## config.mk

```make
export PLATFORM = sky130hd
export DESIGN_NAME = aluExtUnit
export DESIGN_NICKNAME = d
export VERILOG_FILES = /design/src/rtl/alu_ext_pkg.sv /design/src/rtl/aluDecoder.sv /design/src/rtl/aluDatapath.sv /design/src/rtl/aluExtUnit.sv
export SDC_FILE = /design/constraint.sdc
export NUM_CORES = 1
export LEC_CHECK = 0
export CAP_MARGIN = 20
export CELL_PAD_IN_SITES_DETAIL_PLACEMENT = 1
export CELL_PAD_IN_SITES_GLOBAL_PLACEMENT = 1
export CORE_MARGIN = 2
export CORE_UTILIZATION = 44
export DETAILED_ROUTE_END_ITERATION = 8
export DONT_BUFFER_PORTS = 1
export PLACE_DENSITY_LB_ADDON = 0.1
export SLEW_MARGIN = 5
export SYNTH_ARGS = -nofsm -noshare
export SYNTH_HDL_FRONTEND = slang
export SYNTH_SLANG_ARGS = --single-unit
export TNS_END_PERCENT = 30
```

## constraint.sdc

```tcl
create_clock -name vclk -period 4.8
set_clock_uncertainty 0.2 [all_clocks]
set_input_delay 0.48 -clock vclk [all_inputs]
set_output_delay 0.48 -clock vclk [all_outputs]
set_load 0.05 [all_outputs]
```

## src/rtl/alu_ext_pkg.sv

```systemverilog
package alu_ext_pkg;

  typedef enum logic [3:0] {
    CODE_AND = 4'h0,
    CODE_OR  = 4'h1,
    CODE_ADD = 4'h2,
    CODE_XOR = 4'h3,
    CODE_SUB = 4'h6,
    CODE_SLT = 4'h7,
    CODE_NEQ = 4'hA,
    CODE_NOR = 4'hC
  } aluCode_e;

  typedef struct packed {
    aluCode_e code;
    logic     zeroExtB;
    logic     invertZero;
  } aluStrobes_t;

endpackage

```

## src/rtl/aluDecoder.sv

```systemverilog
module aluDecoder
  import alu_ext_pkg::*;
#(
  parameter int OP_W    = 3,
  parameter int FUNCT_W = 6
) (
  input  logic [OP_W-1:0]    aluOp,
  input  logic [FUNCT_W-1:0] funct,
  output aluStrobes_t        strobes,
  output logic               illegalOp
);

  aluCode_e rCode;
  logic     rBad;

  always_comb begin
    rBad = 1'b0;
    unique case (funct)
      FUNCT_W'(6'h20): rCode = CODE_ADD;
      FUNCT_W'(6'h22): rCode = CODE_SUB;
      FUNCT_W'(6'h24): rCode = CODE_AND;
      FUNCT_W'(6'h25): rCode = CODE_OR;
      FUNCT_W'(6'h26): rCode = CODE_XOR;
      FUNCT_W'(6'h27): rCode = CODE_NOR;
      FUNCT_W'(6'h2A): rCode = CODE_SLT;
      default: begin
        rCode = CODE_ADD;
        rBad  = 1'b1;
      end
    endcase
  end

  always_comb begin
    strobes.code       = CODE_ADD;
    strobes.zeroExtB   = 1'b0;
    strobes.invertZero = 1'b0;
    illegalOp          = 1'b0;
    case (aluOp)
      OP_W'(0): strobes.code = CODE_ADD;
      OP_W'(1): strobes.code = CODE_SUB;
      OP_W'(2): begin
        strobes.code = rCode;
        illegalOp    = rBad;
      end
      OP_W'(3): strobes.code = CODE_ADD;
      OP_W'(4): begin
        strobes.code     = CODE_AND;
        strobes.zeroExtB = 1'b1;
      end
      OP_W'(5): begin
        strobes.code     = CODE_OR;
        strobes.zeroExtB = 1'b1;
      end
      OP_W'(6): begin
        strobes.code     = CODE_XOR;
        strobes.zeroExtB = 1'b1;
      end
      OP_W'(7): begin
        strobes.code       = CODE_NEQ;
        strobes.invertZero = 1'b1;
      end
      default: illegalOp = 1'b1;
    endcase
  end

endmodule

```

## src/rtl/aluDatapath.sv

```systemverilog
module aluDatapath
  import alu_ext_pkg::*;
#(
  parameter int DATA_W = 32,
  parameter int IMM_W  = 16
) (
  input  aluStrobes_t       strobes,
  input  logic [DATA_W-1:0] opA,
  input  logic [DATA_W-1:0] opB,
  output logic [DATA_W-1:0] result,
  output logic              zero
);

  localparam int UPPER_W = DATA_W - IMM_W;

  logic [DATA_W-1:0] bEff;
  logic [DATA_W-1:0] sum;
  logic [DATA_W-1:0] diff;
  logic              less;

  generate
    if (UPPER_W > 0) begin : g_zext
      assign bEff = strobes.zeroExtB ? {{UPPER_W{1'b0}}, opB[IMM_W-1:0]} : opB;
    end else begin : g_nozext
      assign bEff = opB;
    end
  endgenerate

  assign sum  = opA + bEff;
  assign diff = opA - bEff;
  assign less = $signed(opA) < $signed(bEff);

  always_comb begin
    case (strobes.code)
      CODE_AND: result = opA & bEff;
      CODE_OR:  result = opA | bEff;
      CODE_XOR: result = opA ^ bEff;
      CODE_NOR: result = ~(opA | bEff);
      CODE_SUB: result = diff;
      CODE_NEQ: result = diff;
      CODE_SLT: result = {{(DATA_W-1){1'b0}}, less};
      default:  result = sum;
    endcase
  end

  assign zero = strobes.invertZero ? (diff != '0) : (result == '0);

endmodule

```

## src/rtl/aluExtUnit.sv

```systemverilog
module aluExtUnit
  import alu_ext_pkg::*;
#(
  parameter int DATA_W  = 32,
  parameter int IMM_W   = 16,
  parameter int OP_W    = 3,
  parameter int FUNCT_W = 6
) (
  input  logic [OP_W-1:0]    aluOp,
  input  logic [FUNCT_W-1:0] funct,
  input  logic [DATA_W-1:0]  opA,
  input  logic [DATA_W-1:0]  opB,
  output logic [3:0]         aluCtrl,
  output logic [DATA_W-1:0]  result,
  output logic               zero,
  output logic               illegalOp
);

  aluStrobes_t strobes;

  aluDecoder #(.OP_W(OP_W), .FUNCT_W(FUNCT_W)) u_dec (
    .aluOp     (aluOp),
    .funct     (funct),
    .strobes   (strobes),
    .illegalOp (illegalOp)
  );

  aluDatapath #(.DATA_W(DATA_W), .IMM_W(IMM_W)) u_dp (
    .strobes (strobes),
    .opA     (opA),
    .opB     (opB),
    .result  (result),
    .zero    (zero)
  );

  assign aluCtrl = strobes.code;

endmodule

```

Yosys cells after proc, flatten, opt, wreduce, memory -nomap -nowiden:

Index checks and enable logic that the tools add are counted.

* $add $sub $neg: 2
* eq/ne operators: 20
* reduce and logical (&&, ||, !) cells: 8
* order comparisons: 1
* bitwise operators: 4
* mux-type cells: 9

Operator list (number)
* $pmux 32 s6: 1
* $eq 6x6->1 const B: 7
* $add 32x32->32: 1
* $and 32x32->32: 1
* $logic_not 32->1: 1
* $lt 32x32->1: 1
* $mux 32: 1
* $not 32->32: 1
* $or 32x32->32: 1
* $reduce_bool 32->1: 1
* $sub 32x32->32: 1
* $xor 32x32->32: 1
* $pmux 4 s7: 1
* $pmux 4 s6: 1
* $eq 3x3->1 const B: 4
* $eq 4x3->1 const B: 2
* $eq 4x4->1 const B: 2
* $reduce_or 7->1: 1
* $eq 3x2->1 const B: 2
* $mux 1: 5
* $eq 4x1->1 const B: 1
* $eq 4x2->1 const B: 1
* $logic_not 4->1: 1
* $reduce_or 2->1: 2
* 3 further kinds: 3

* bits in registers: 0
* word-level logic and storage cells: 44
* output and inout port bits: 38
* bits of input ports: 73

Logic depth before layout (Yosys ltp):

Gate-level depths: netlist of run 1.

* depth in word-level cells: 9
* gate-level depth with buffers: 19
* mapped depth without buffers: 16

Cells and area by module:

A second synthesis of run 1 with hierarchy kept.

* cell total of the unflattened synthesis: 1040
* area, all modules: 6859.1 µm²

Modules (own cells, without submodules)
* aluDatapath: area each 6663.9 µm², sequential area each 0.0 µm², instances 1, cells each 1008
* aluDecoder: area each 195.2 µm², sequential area each 0.0 µm², instances 1, cells each 32

Worst setup path before layout of run 1:

No wires, ideal clock.

* kind: input port to output port
* start: input port aluOp[0]
* end: output port zero
* path slack: -886 ps
* required time: 4120 ps
* data arrival time: 5006 ps
* buffers on the path: 4
* stages: 19
* path through: buf_6 -> a21bo_2 -> buf_2 -> clkbuf_1 -> nand2_1 -> ha_1 -> clkbuf_1 -> nor3b_1 -> a211oi_1 -> nand2_1 -> o22ai_1 -> a211oi_1 -> a211oi_1 -> o21bai_1 -> a21oi_1 -> mux2_2 -> o22ai_1 -> nor4b_2 -> o2bb2ai_1

* longest elaborated chain between the ends: 9
* elaborated cells on any way between the ends: 33
* classes of those cells: add/sub (2); order compare (1); eq/ne (13); mux (6); bitwise (4); reduce/logical (7)

RTL lines
* start: declaration: line aluExtUnit.sv:9 `input logic [OP_W-1:0] aluOp,`
* branches (longest 6 deep; another with $add 32x32->32)
* $pmux 32 s6 (*): line aluDatapath.sv:34 `case (strobes.code)`
* named net result[31]: line aluExtUnit.sv:14 `output logic [DATA_W-1:0] result,`
* $logic_not 32->1 (*): line aluDatapath.sv:46 `assign zero = strobes.invertZero ? (diff != '0) : (result == '0);`
* $mux 1 (*): line aluDatapath.sv:46
* end: declaration: line aluExtUnit.sv:15 `output logic zero,`

Mark *: on every way through the listed nets, which the timed path passes.

Final worst setup path of run 1:

* start: input port opB[2]
* end: output port zero

* longest elaborated chain between the ends: 6
* elaborated cells on any way between the ends: 12
* classes of those cells: add/sub (2); order compare (1); mux (3); bitwise (4); reduce/logical (2)

RTL lines
* start: declaration: line aluExtUnit.sv:12 `input logic [DATA_W-1:0] opB,`
* $mux 32 (*): line aluDatapath.sv:23 `assign bEff = strobes.zeroExtB ? {{UPPER_W{1'b0}}, opB[IMM_W-1:0]} : opB;`
* branches (longest 4 deep; another with $add 32x32->32)
* $mux 1 (*): line aluDatapath.sv:46

Mark *: on every way between the ends.

==> qor.txt, run 1 <==
Hold Crit Start: aluOp[2]
Reg area: 0 um2
# clk buffers: 0
ANT nets after route: 0
share of cells above drive strength 1: 0.263
first-pass GRT wire length: 45.4 mm
minimum clock period after layout: 4850 ps
Boundary Pins: 111
CP most frequent cell: buf_4
initial antenna violation count: 0
RSZ-0062 raised after global routing: true
Remaining DRCs: 0
Pre-antenna DRT Iters: 8
Mapped Cells: 948
outcome: finished with violations
CP cell instances: inv_1 -> ha_4 -> buf_4 -> nor2b_2 -> o31a_1 -> buf_4 -> nand2b_4 -> nor3b_1 -> a21oi_1 -> nand4_1 -> nor2_1 -> or4b_4 -> nor4_4 -> nand4b_1 -> nor4b_4 -> o2bb2ai_4
WL per Instance: 26.2 um
Worst Path Max Fanout: 4
Starting Density: 0.452
CP endpoint kind: output port
final setup fails: 1
Hold/Removal Path Class: in -> out
Power Density: 192 nW/um2
vias in the first global route: 8501
Area growth, synth to finish: 28.5%
Synth top cells by count: 97 x ha_1, 97 x inv_1, 83 x nor2_1
crit share post-route: 1.01
main area contributors after synthesis: ha_1 19%, inv_1 5.8%, a21oi_1 5.7%
Layout fillers: 1834
Die Ht: 123 um
Synth cell types: 88
Die W: 123 um
worst setup path start: opB[2]
Slew Limit Fails: 0
CP max stage cell: or4b_4
sequential-to-total area share from yosys stat: 0
pre-CTS setup slack: -403 ps
syn nets: 1120
final hold violation count: 0
Max IR drop VDD: 0.103 mV
GRT Overall Usage: 0.382
via count: 8541
top-area cell type share of the netlist area: 0.193
DRT iter0 DRCs: 822
cell leakage power: 3.63 nW
Seq cells: 0
vias per cell: 6.93
Achievable Freq: 206 MHz
largest net degree at the start of global routing: 21
Final nets: 1226
die area: 15200 um2
violated checks: negative setup slack
Rel. slew slack: 0.296
total of max-cap violations: 0
RD Place Congestion: 1.04
syn_area_per_cell: 6.62 um2
worst endpoint required time: 4120 ps
total gr overflow: 0
num rows: 43
hold path depth: 2
CP max stage delay: 510 ps
CORE AREA: 13900 um2
Worst setup SP type: input pin
Setup TNS Final: -47.3 ps
Crit path arrival time: 4170 ps
Mapped Area: 6270 um2
final wirelength: 32.2 mm
Worst Tran Pin Value: 1050 ps
Syn. warnings: 0
IO buf count: 0
fin worst setup slack: -47.3 ps
Setup CP Type: in -> out
n_diodes: 0
Final HPWL DP: 24.3 mm
post-synth top area cell: ha_1
## power by group
| group | switching, mW | internal, mW |
|---|---|---|
| clock network | 0 | 0 |
| registers | 0 | 0 |
| logic | 0.980 | 0.568 |
| total | 0.980 | 0.568 |
## cells by family (layout without fill, tap and decap cells)
| family | count (synthesis) | in the layout | share of synthesized area |
|---|---|---|---|
| AOI/OAI and AO/OA | 317 | 318 | 0.363 |
| xor gates and xnor gates | 39 | 39 | 0.0544 |
| adders and majority gates | 99 | 99 | 0.200 |
| buffers and inverters | 157 | 260 | 0.101 |
| muxes | 13 | 13 | 0.0211 |
| and+or+nand+nor | 323 | 323 | 0.260 |
## final cells by class
cell class                      instances  area (um2)  share of cell area
Inverter                              102         394              0.0489
Multi-Input combinational cell        792        6240               0.774
Tap cell                              180         225              0.0279
Timing Repair Buffer                  158        1200               0.149
## critical path, delay by kind of cell
kind	cells	cell delay, ps
adder cells (fa/ha/maj)	1	230
buffers and inverters	3	410
AND/OR/NAND/NOR	9	2210
AO/OA/AOI/OAI	3	820
## stage by stage
| step | instance area, um2 | hold WS [ps] | utilization | power, mW | instances |
|---|---|---|---|---|---|
| 2_1_floorplan | 6350 | 1020 | - | 0.902 | 948 |
| 3_3_place_gp | 7460 | 957 | 0.537 | 1.33 | 1219 |
| 3_5_place_dp | 7460 | 963 | 0.537 | 1.37 | 1219 |
| 4_1_cts | 7590 | 962 | 0.547 | 1.40 | 1222 |
| 5_1_grt | 8060 | 970 | 0.581 | 1.61 | 1232 |
| 6_report | 8060 | 961 | 0.581 | 1.55 | 1232 |
## path summary, 6_finish.rpt
path	to	slack, ps
max	zero	-50
min	illegalOp	960
## layer usage
metal,share of wire,global-route usage
met1,0.38,0.484
met2,0.46,0.639
met3,0.098,0.0535
met4,0.058,0.175
met5,0,0
## timing repair
| item | in CTS | in global routing |
|---|---|---|
| endpoints found under the setup margin | 2 | 1 |
| setup buffers | 3 | 9 |
| hold buffers | 0 | 0 |
| pin swaps | 11 | 32 |
| gates cloned | 0 | 1 |
| gates resized for setup | 22 | 83 |
## cells in the final DEF (no fill, tap or decap), types with 6 or more instances in the layout
master	n
buf_4	156
inv_1	94
ha_1	88
nor2_1	81
nand2_1	79
a21oi_1	65
o21ai_0	32
xnor2_1	31
nor3_1	25
nand3_1	22
o211ai_1	16
nor2b_1	14
o21ai_1	12
mux2i_1	11
a21o_1	11
nand2b_1	10
o221ai_1	10
or3_1	9
o31ai_1	9
a221oi_1	9
nand4_1	9
and2_1	8
nor4_1	8
a221o_1	8
a22oi_1	8
o21bai_1	8
xor2_1	7
o21a_1	6
and3_1	6
a21oi_2	6
a31oi_1	6
a211oi_1	6
a222oi_1	6
ha_4	6
Power figures use the tool's default switching activity.
==> run 2, diff against run 1 <==
Settings changed: CAP_MARGIN 20 to default, TNS_END_PERCENT 30 to 20.
==> results of run 2 <==
The final DEF is identical to that of run 1; final timing and power are the same.
